<file path="src/rtl/wdt_pkg.sv">
package wdt_pkg;
  localparam int unsigned OFS_CTRL   = 'h0;
  localparam int unsigned OFS_RELOAD = 'h4;
  localparam int unsigned OFS_COUNT  = 'h8;

  localparam int unsigned PRE_W     = 8;
  localparam int unsigned DIV_SEL_W = 2;

  localparam int unsigned BIT_RST_EN  = 0;
  localparam int unsigned BIT_IRQ_EN  = 2;
  localparam int unsigned LSB_DIV_SEL = 3;
  localparam int unsigned BIT_EN      = 5;
  localparam int unsigned LSB_PRE     = 8;

  typedef struct packed {
    logic [PRE_W-1:0]     pre;
    logic                 en;
    logic [DIV_SEL_W-1:0] div_sel;
    logic                 irq_en;
    logic                 rst_en;
  } wdt_ctrl_t;

  localparam wdt_ctrl_t CTRL_RST = '{pre: 8'h80, en: 1'b0, div_sel: 2'd3,
                                     irq_en: 1'b1, rst_en: 1'b0};
endpackage

</file>
<file path="src/rtl/wdt_regs.sv">
module wdt_regs
  import wdt_pkg::*;
#(
  parameter int unsigned ADDR_W  = 4,
  parameter int unsigned DATA_W  = 32,
  parameter int unsigned CNT_W   = 16,
  parameter int unsigned CNT_RST = 'h8000
) (
  input  logic              clk_i,
  input  logic              rst_ni,
  input  logic [ADDR_W-1:0] addr_i,
  input  logic              wr_en_i,
  input  logic [DATA_W-1:0] wdata_i,
  input  logic [CNT_W-1:0]  cnt_i,
  output logic [DATA_W-1:0] rdata_o,
  output wdt_ctrl_t         ctrl_o,
  output logic [CNT_W-1:0]  reload_o,
  output logic              cnt_ld_o,
  output logic [CNT_W-1:0]  cnt_ld_val_o
);
  localparam logic [ADDR_W-1:0] A_CTRL = ADDR_W'(OFS_CTRL);
  localparam logic [ADDR_W-1:0] A_RLD  = ADDR_W'(OFS_RELOAD);
  localparam logic [ADDR_W-1:0] A_CNT  = ADDR_W'(OFS_COUNT);

  wdt_ctrl_t        ctrl_q;
  logic [CNT_W-1:0] reload_q;

  always_ff @(posedge clk_i or negedge rst_ni) begin
    if (!rst_ni) begin
      ctrl_q   <= CTRL_RST;
      reload_q <= CNT_W'(CNT_RST);
    end else if (wr_en_i) begin
      if (addr_i == A_CTRL) begin
        ctrl_q.rst_en  <= wdata_i[BIT_RST_EN];
        ctrl_q.irq_en  <= wdata_i[BIT_IRQ_EN];
        ctrl_q.div_sel <= wdata_i[LSB_DIV_SEL +: DIV_SEL_W];
        ctrl_q.en      <= wdata_i[BIT_EN];
        ctrl_q.pre     <= wdata_i[LSB_PRE +: PRE_W];
      end
      if (addr_i == A_RLD) reload_q <= wdata_i[CNT_W-1:0];
    end
  end

  always_comb begin
    rdata_o = '0;
    unique case (addr_i)
      A_CTRL: begin
        rdata_o[BIT_RST_EN]               = ctrl_q.rst_en;
        rdata_o[BIT_IRQ_EN]               = ctrl_q.irq_en;
        rdata_o[LSB_DIV_SEL +: DIV_SEL_W] = ctrl_q.div_sel;
        rdata_o[BIT_EN]                   = ctrl_q.en;
        rdata_o[LSB_PRE +: PRE_W]         = ctrl_q.pre;
      end
      A_RLD:   rdata_o[CNT_W-1:0] = reload_q;
      A_CNT:   rdata_o[CNT_W-1:0] = cnt_i;
      default: rdata_o = '0;
    endcase
  end

  assign ctrl_o       = ctrl_q;
  assign reload_o     = reload_q;
  assign cnt_ld_o     = wr_en_i && (addr_i == A_CNT);
  assign cnt_ld_val_o = wdata_i[CNT_W-1:0];
endmodule

</file>
<file path="src/rtl/wdt_tick.sv">
module wdt_tick #(
  parameter int unsigned PRE_W         = 8,
  parameter int unsigned DIV_SEL_W     = 2,
  parameter int unsigned DIV_BASE_LOG2 = 4
) (
  input  logic                 clk_i,
  input  logic                 rst_ni,
  input  logic                 en_i,
  input  logic [PRE_W-1:0]     pre_i,
  input  logic [DIV_SEL_W-1:0] div_sel_i,
  output logic                 tick_o
);
  localparam int unsigned DIV_CNT_W = DIV_BASE_LOG2 + (1 << DIV_SEL_W) - 1;

  logic [PRE_W-1:0]     pre_cnt_q;
  logic [DIV_CNT_W-1:0] div_cnt_q;
  logic [DIV_CNT_W:0]   div_lim;
  logic                 pre_last, div_last;

  assign div_lim  = (DIV_CNT_W+1)'((1 << (DIV_BASE_LOG2 + int'(div_sel_i))) - 1);
  // >= keeps the chain sane if the ratio shrinks mid-run
  assign pre_last = pre_cnt_q >= pre_i;
  assign div_last = {1'b0, div_cnt_q} >= div_lim;
  assign tick_o   = en_i && pre_last && div_last;

  // held at zero while disabled: first period after enable is exact
  always_ff @(posedge clk_i or negedge rst_ni) begin
    if (!rst_ni) begin
      pre_cnt_q <= '0;
      div_cnt_q <= '0;
    end else if (!en_i) begin
      pre_cnt_q <= '0;
      div_cnt_q <= '0;
    end else if (pre_last) begin
      pre_cnt_q <= '0;
      div_cnt_q <= div_last ? '0 : div_cnt_q + 1'b1;
    end else begin
      pre_cnt_q <= pre_cnt_q + 1'b1;
    end
  end
endmodule

</file>
<file path="src/rtl/wdt_down.sv">
module wdt_down #(
  parameter int unsigned CNT_W   = 16,
  parameter int unsigned CNT_RST = 'h8000
) (
  input  logic             clk_i,
  input  logic             rst_ni,
  input  logic             tick_i,
  input  logic             ld_i,
  input  logic [CNT_W-1:0] ld_val_i,
  input  logic [CNT_W-1:0] reload_i,
  output logic [CNT_W-1:0] cnt_o,
  output logic             expire_o
);
  logic [CNT_W-1:0] cnt_q;

  // software load beats a coincident expiring tick
  assign expire_o = tick_i && !ld_i && (cnt_q <= CNT_W'(1));
  assign cnt_o    = cnt_q;

  always_ff @(posedge clk_i or negedge rst_ni) begin
    if (!rst_ni)       cnt_q <= CNT_W'(CNT_RST);
    else if (ld_i)     cnt_q <= ld_val_i;
    else if (expire_o) cnt_q <= reload_i;
    else if (tick_i)   cnt_q <= cnt_q - 1'b1;
  end
endmodule

</file>
<file path="src/rtl/wdt_stretch.sv">
module wdt_stretch #(
  parameter int unsigned LEN = 128
) (
  input  logic clk_i,
  input  logic rst_ni,
  input  logic trig_i,
  output logic pulse_o
);
  localparam int unsigned LEN_W = $clog2(LEN + 1);

  logic [LEN_W-1:0] left_q;

  always_ff @(posedge clk_i or negedge rst_ni) begin
    if (!rst_ni)            left_q <= '0;
    else if (trig_i)        left_q <= LEN_W'(LEN);
    else if (left_q != '0)  left_q <= left_q - 1'b1;
  end

  assign pulse_o = left_q != '0;
endmodule

</file>
<file path="src/rtl/wdt_timer.sv">
module wdt_timer
  import wdt_pkg::*;
#(
  parameter int unsigned ADDR_W        = 4,
  parameter int unsigned DATA_W        = 32,
  parameter int unsigned CNT_W         = 16,
  parameter int unsigned CNT_RST       = 'h8000,
  parameter int unsigned DIV_BASE_LOG2 = 4,
  parameter int unsigned RST_LEN       = 128
) (
  input  logic              clk_i,
  input  logic              rst_ni,
  input  logic [ADDR_W-1:0] addr_i,
  input  logic              wr_en_i,
  input  logic [DATA_W-1:0] wdata_i,
  output logic [DATA_W-1:0] rdata_o,
  output logic              irq_o,
  output logic              rst_req_o
);
  wdt_ctrl_t        ctrl;
  logic [CNT_W-1:0] reload, cnt, cnt_ld_val;
  logic             cnt_ld, tick, expire, irq_q;
  logic             en_w, irq_en_w, rst_en_w;

  assign en_w     = ctrl.en;
  assign irq_en_w = ctrl.irq_en;
  assign rst_en_w = ctrl.rst_en;

  wdt_regs #(
    .ADDR_W(ADDR_W), .DATA_W(DATA_W), .CNT_W(CNT_W), .CNT_RST(CNT_RST)
  ) u_regs (
    .clk_i, .rst_ni, .addr_i, .wr_en_i, .wdata_i,
    .cnt_i(cnt), .rdata_o, .ctrl_o(ctrl), .reload_o(reload),
    .cnt_ld_o(cnt_ld), .cnt_ld_val_o(cnt_ld_val)
  );

  wdt_tick #(
    .PRE_W(PRE_W), .DIV_SEL_W(DIV_SEL_W), .DIV_BASE_LOG2(DIV_BASE_LOG2)
  ) u_tick (
    .clk_i, .rst_ni, .en_i(en_w), .pre_i(ctrl.pre),
    .div_sel_i(ctrl.div_sel), .tick_o(tick)
  );

  wdt_down #(.CNT_W(CNT_W), .CNT_RST(CNT_RST)) u_down (
    .clk_i, .rst_ni, .tick_i(tick), .ld_i(cnt_ld), .ld_val_i(cnt_ld_val),
    .reload_i(reload), .cnt_o(cnt), .expire_o(expire)
  );

  wdt_stretch #(.LEN(RST_LEN)) u_rst (
    .clk_i, .rst_ni, .trig_i(expire && rst_en_w), .pulse_o(rst_req_o)
  );

  always_ff @(posedge clk_i or negedge rst_ni) begin
    if (!rst_ni) irq_q <= 1'b0;
    else         irq_q <= expire && irq_en_w;
  end

  assign irq_o = irq_q;
endmodule

</file>
<file path="config.mk">
export PLATFORM = sky130hd
export DESIGN_NAME = wdt_timer
export DESIGN_NICKNAME = d
export VERILOG_FILES = /design/src/rtl/wdt_pkg.sv /design/src/rtl/wdt_regs.sv /design/src/rtl/wdt_tick.sv /design/src/rtl/wdt_down.sv /design/src/rtl/wdt_stretch.sv /design/src/rtl/wdt_timer.sv
export SDC_FILE = /design/constraint.sdc
export NUM_CORES = 1
export LEC_CHECK = 0
export BUFFER_PORTS_ARGS = -buffer_cell sky130_fd_sc_hd__buf_2
export CORE_MARGIN = 4
export CORE_UTILIZATION = 55
export CTS_CLUSTER_SIZE = 24
export DETAILED_ROUTE_END_ITERATION = 7
export PLACE_DENSITY = 0.87
export SETUP_SLACK_MARGIN = 0.5
export SLEW_MARGIN = 20
export SYNTH_ARGS = -nofsm -noshare
export SYNTH_HDL_FRONTEND = slang
export SYNTH_SLANG_ARGS = --single-unit
export TNS_END_PERCENT = 50
</file>
<file path="constraint.sdc">
create_clock -name clk_i -period 2.45 [get_ports clk_i]
set_input_delay 0.1225 -clock clk_i [delete_from_list [all_inputs] [get_ports clk_i]]
set_output_delay 0.1225 -clock clk_i [all_outputs]
set_load 0.03 [all_outputs]
</file>
==> run metrics <==
status complete, no violations; DIE WIDTH around 95 microns; met1 WL ~4300 microns; clk_skew approximately 0.010 ns; Lkg Pwr 2.37 nW; CTS Sinks 69; CP peak stage delay 0.54 ns; period utilisation layout about nine tenths; CTS H-tree depth 3; post-route ant nets 0; register area share after synthesis 41.8%; area grow syn2layout 23.5%; commonest non-fill, non-tap cells in the layout 61 x dfrtp_1, 42 x buf_2, 38 x nor2_1, 34 x buf_4, 32 x nand2_1; combinational power share ~27%; final hold viol count 0; GPL Wtd Cong approximately 0.9; min cycle time layout ~2.2 ns; CTS clk-pin slew, worst paths approximately 0.08 ns; Clock power frac 26.1%; Setup WS post-layout ~0.29 ns; Max Used Layer met4; final-layout fill cell count slightly below 500; GRT Total Usage 26.4%; critical path cell sequence inv_2 -> ha_4 -> nand2_4 -> o21ai_2 -> a21oi_4 -> buf_4 -> or2_4 -> a211o_1 -> a21oi_2; gr ovfl total 0; critical path class reg -> reg; DR WL met2 slightly below 6000 microns; Cell variety after synth 54; commonest non-fill, non-tap cell in the layout dfrtp_1; n_diodes 0; Post-Syn Area per Cell 9.50 sq um; post-route cell area approximately 5000 sq um; fmax 0.463 GHz; sw power between 1 and 1.5 mW; Post-Place Worst Slack between 0.15 and 0.2 ns; Die Span Y 94.9 microns; Startpoint Class register; Cell Pwr Density between 600 and 700 nW/um^2; yosys warns 0; CP max stage cell dfstp_2; Internal between 2 and 2.5 mW; crit-path max FO 6; Mapped Cells approximately 440; Initial Util 56.9%; initial antenna violation count 0; DR vias between 3000 and 4000; WP data required between 2 and 3 ns; CP endpoint kind register; overall power about 3.3 mW; Num CTS Buffers 9; final core occ 70.3%; number of global-route vias before repair roughly 3800; CTS tree yes; TritonRoute pass-1 iters 6; Post-synth EDFFs 0; Routed WL roughly 12000 microns; synthesized cell area approximately 4200 sq um; worst path bufs/invs 2; actual slew at the worst max-slew pin slightly below 0.8 ns; nets about 570; Yosys reg bits between 60 and 70; max_cap viols 0; layout cells sized above 1 a little under two fifths; Slew Viols, Final 0; Flop pwr share a little under half; Finish-stage setup viols 0; class of the most critical hold timing path in -> reg; Port Buffers 40; RSZ-0062 raised after global routing yes; # DRC 0; Worst Path Arrival 2.45 ns; Rows 31; ys flop type dfrtp_1; first-pass GRT wire length around 18000 microns; met3 wire len roughly 950 microns; routed len/inst 18.9 microns; peak supply drop roughly 290 uV; vias per cell roughly 6.2; sw frac between 30% and 40%; core footprint 7290 sq um; Rel. slew slack between 40% and 50%; critical path's top delay family compound AO/OA/AOI/OAI gates; detailed router's first-iteration violation count ~370; total placed instance area around 4500 sq um; I/O Pins 73; die area ~9000 sq um; largest net degree at the start of global routing 42; setup TNS 0 ns; Clk Latency, worst-skew pair ~0.36 ns; Post-synth ARST share 100%; CTS root buf clkbuf_8; CTS Buffer Depth 2; post-DP HPWL 7020 microns
metal layers:
metal | GRT usage [%] | vias to the layer above
met5 | 0 | -
li1 | - | 1675
met4 | 16.5 | 0
met2 | 45.8 | 229
met1 | 29.2 | 1852
met3 | 5.74 | 43
synthesized netlist by cell type, types with 2 or more instances:
| master | number | area (sq um) |
|---|---|---|
| and2_1 | 6 | 37.5 |
| dfrtp_1 | 63 | 1580 |
| or2_2 | 3 | 18.8 |
| nand2_1 | 36 | 135 |
| buf_1 | 2 | 7.51 |
| clkbuf_1 | 12 | 45.0 |
| o21ai_1 | 2 | 10.0 |
| inv_1 | 28 | 105 |
| nand3_1 | 8 | 40.0 |
| nor2b_1 | 4 | 25.0 |
| buf_6 | 2 | 22.5 |
| nor4_1 | 3 | 18.8 |
| o31ai_1 | 4 | 30.0 |
| ha_1 | 16 | 200 |
| xor2_1 | 9 | 78.8 |
| a222oi_1 | 13 | 130 |
| a21oi_1 | 23 | 115 |
| buf_4 | 17 | 128 |
| o21ai_0 | 20 | 100 |
| dfstp_2 | 6 | 158 |
| a22o_1 | 3 | 26.3 |
| nor4b_2 | 2 | 30.0 |
| nor3_1 | 14 | 70.1 |
| nor3b_1 | 3 | 22.5 |
| o211ai_1 | 7 | 52.6 |
| nand4_1 | 3 | 18.8 |
| a211oi_1 | 2 | 15.0 |
| a211o_1 | 2 | 17.5 |
| and3_1 | 6 | 37.5 |
| a2bb2oi_1 | 6 | 52.6 |
| buf_2 | 4 | 20.0 |
| xnor2_1 | 9 | 78.8 |
| or3_1 | 4 | 25.0 |
| mux2i_1 | 3 | 30.0 |
| nor2_1 | 43 | 161 |
| mux2_2 | 29 | 327 |
| a21boi_0 | 3 | 22.5 |
final cells by class:
cell class	instances	area [sq um]	area share, %
inverters	28	105	2.05
multi-input cells	319	2420	47.2
clock buffers	14	163	3.17
clock inverters	2	10.0	0.195
flip-flops and latches	69	1740	33.9
repair buffers	85	572	11.1
well taps	99	124	2.42
repair_timing:
item                                   CTS  global route
pin swaps                               21            13
resized for setup                       41            27
gates cloned                             3             1
setup endpoints to repair               38            41
endpoints found under the hold margin   27             0
hold buffers                             3             0
buffers inserted                        14             4
worst register-to-register path: stages (launching register included):
cell     delay (ns)
dfstp_2        0.54
inv_2          0.05
ha_4           0.29
nand2_4        0.08
o21ai_2        0.22
a21oi_4        0.08
buf_4          0.15
or2_4          0.30
a211o_1        0.26
a21oi_2        0.13
power by group through the flow:
stage | logic [mW] | registers (mW) | clock network [mW]
CTS | 0.785 | 1.52 | 0.856
finish | 0.883 | 1.55 | 0.858
floorplan | 0.529 | 1.48 | 0
global route | 0.957 | 1.57 | 0.910
detailed placement | 0.689 | 1.54 | 0
global placement | 0.659 | 1.53 | 0
sequential cells by signal, indices dropped and copies added (netlist names):
register          cells
u_down.cnt_o         16
u_regs.reload_o      16
u_regs.ctrl_o        13
u_rst.left_q          8
u_tick.pre_cnt_q      8
u_tick.div_cnt_q      7
irq_o                 1
logic make-up after synthesis:
logic type                 synth area share, %
DFF                                       41.8
buffers and inverters                     7.90
AOI/OAI and AO/OA                         14.9
adders and majority gates                 4.82
muxes                                     8.95
xor gates and xnor gates                  3.80
and+or+nand+nor                           17.7
other                                   0.0903
path summary, 6_finish.rpt:
check / startpoint / endpoint / slack [ns] / cells after the start
setup / recovery: u_regs.ctrl_o[12]$_DFFE_PN1P_ / u_down.cnt_o[13]$_DFFE_PN0P_ / 0.29 / 9
max in group asynchronous: rst_ni / u_regs.reload_o[15]$_DFFE_PN1P_ / 1.39 / 3
hold reg to reg: u_tick.pre_cnt_q[0]$_DFF_PN0_ / u_tick.pre_cnt_q[0]$_DFF_PN0_ / 0.54 / 1
min in group asynchronous: rst_ni / u_rst.left_q[0]$_DFFE_PN0P_ / 0.34 / 2
setup reg to reg: u_regs.ctrl_o[12]$_DFFE_PN1P_ / u_down.cnt_o[13]$_DFFE_PN0P_ / 0.29 / 9
hold / removal: wdata_i[2] / u_down.cnt_o[2]$_DFFE_PN0P_ / 0.00004 / 3
stage by stage:
| step | hold WS, ns | std cells |
|---|---|---|
| 2_1_floorplan | -0.173 | 452 |
| 3_3_place_gp | 0.186 | 575 |
| 3_5_place_dp | 0.195 | 575 |
| 4_1_cts | 0.000611 | 611 |
| 5_1_grt | 0.0118 | 616 |
| 6_report | 0.0000404 | 616 |
No activity file was read; power rests on OpenSTA's default activity.
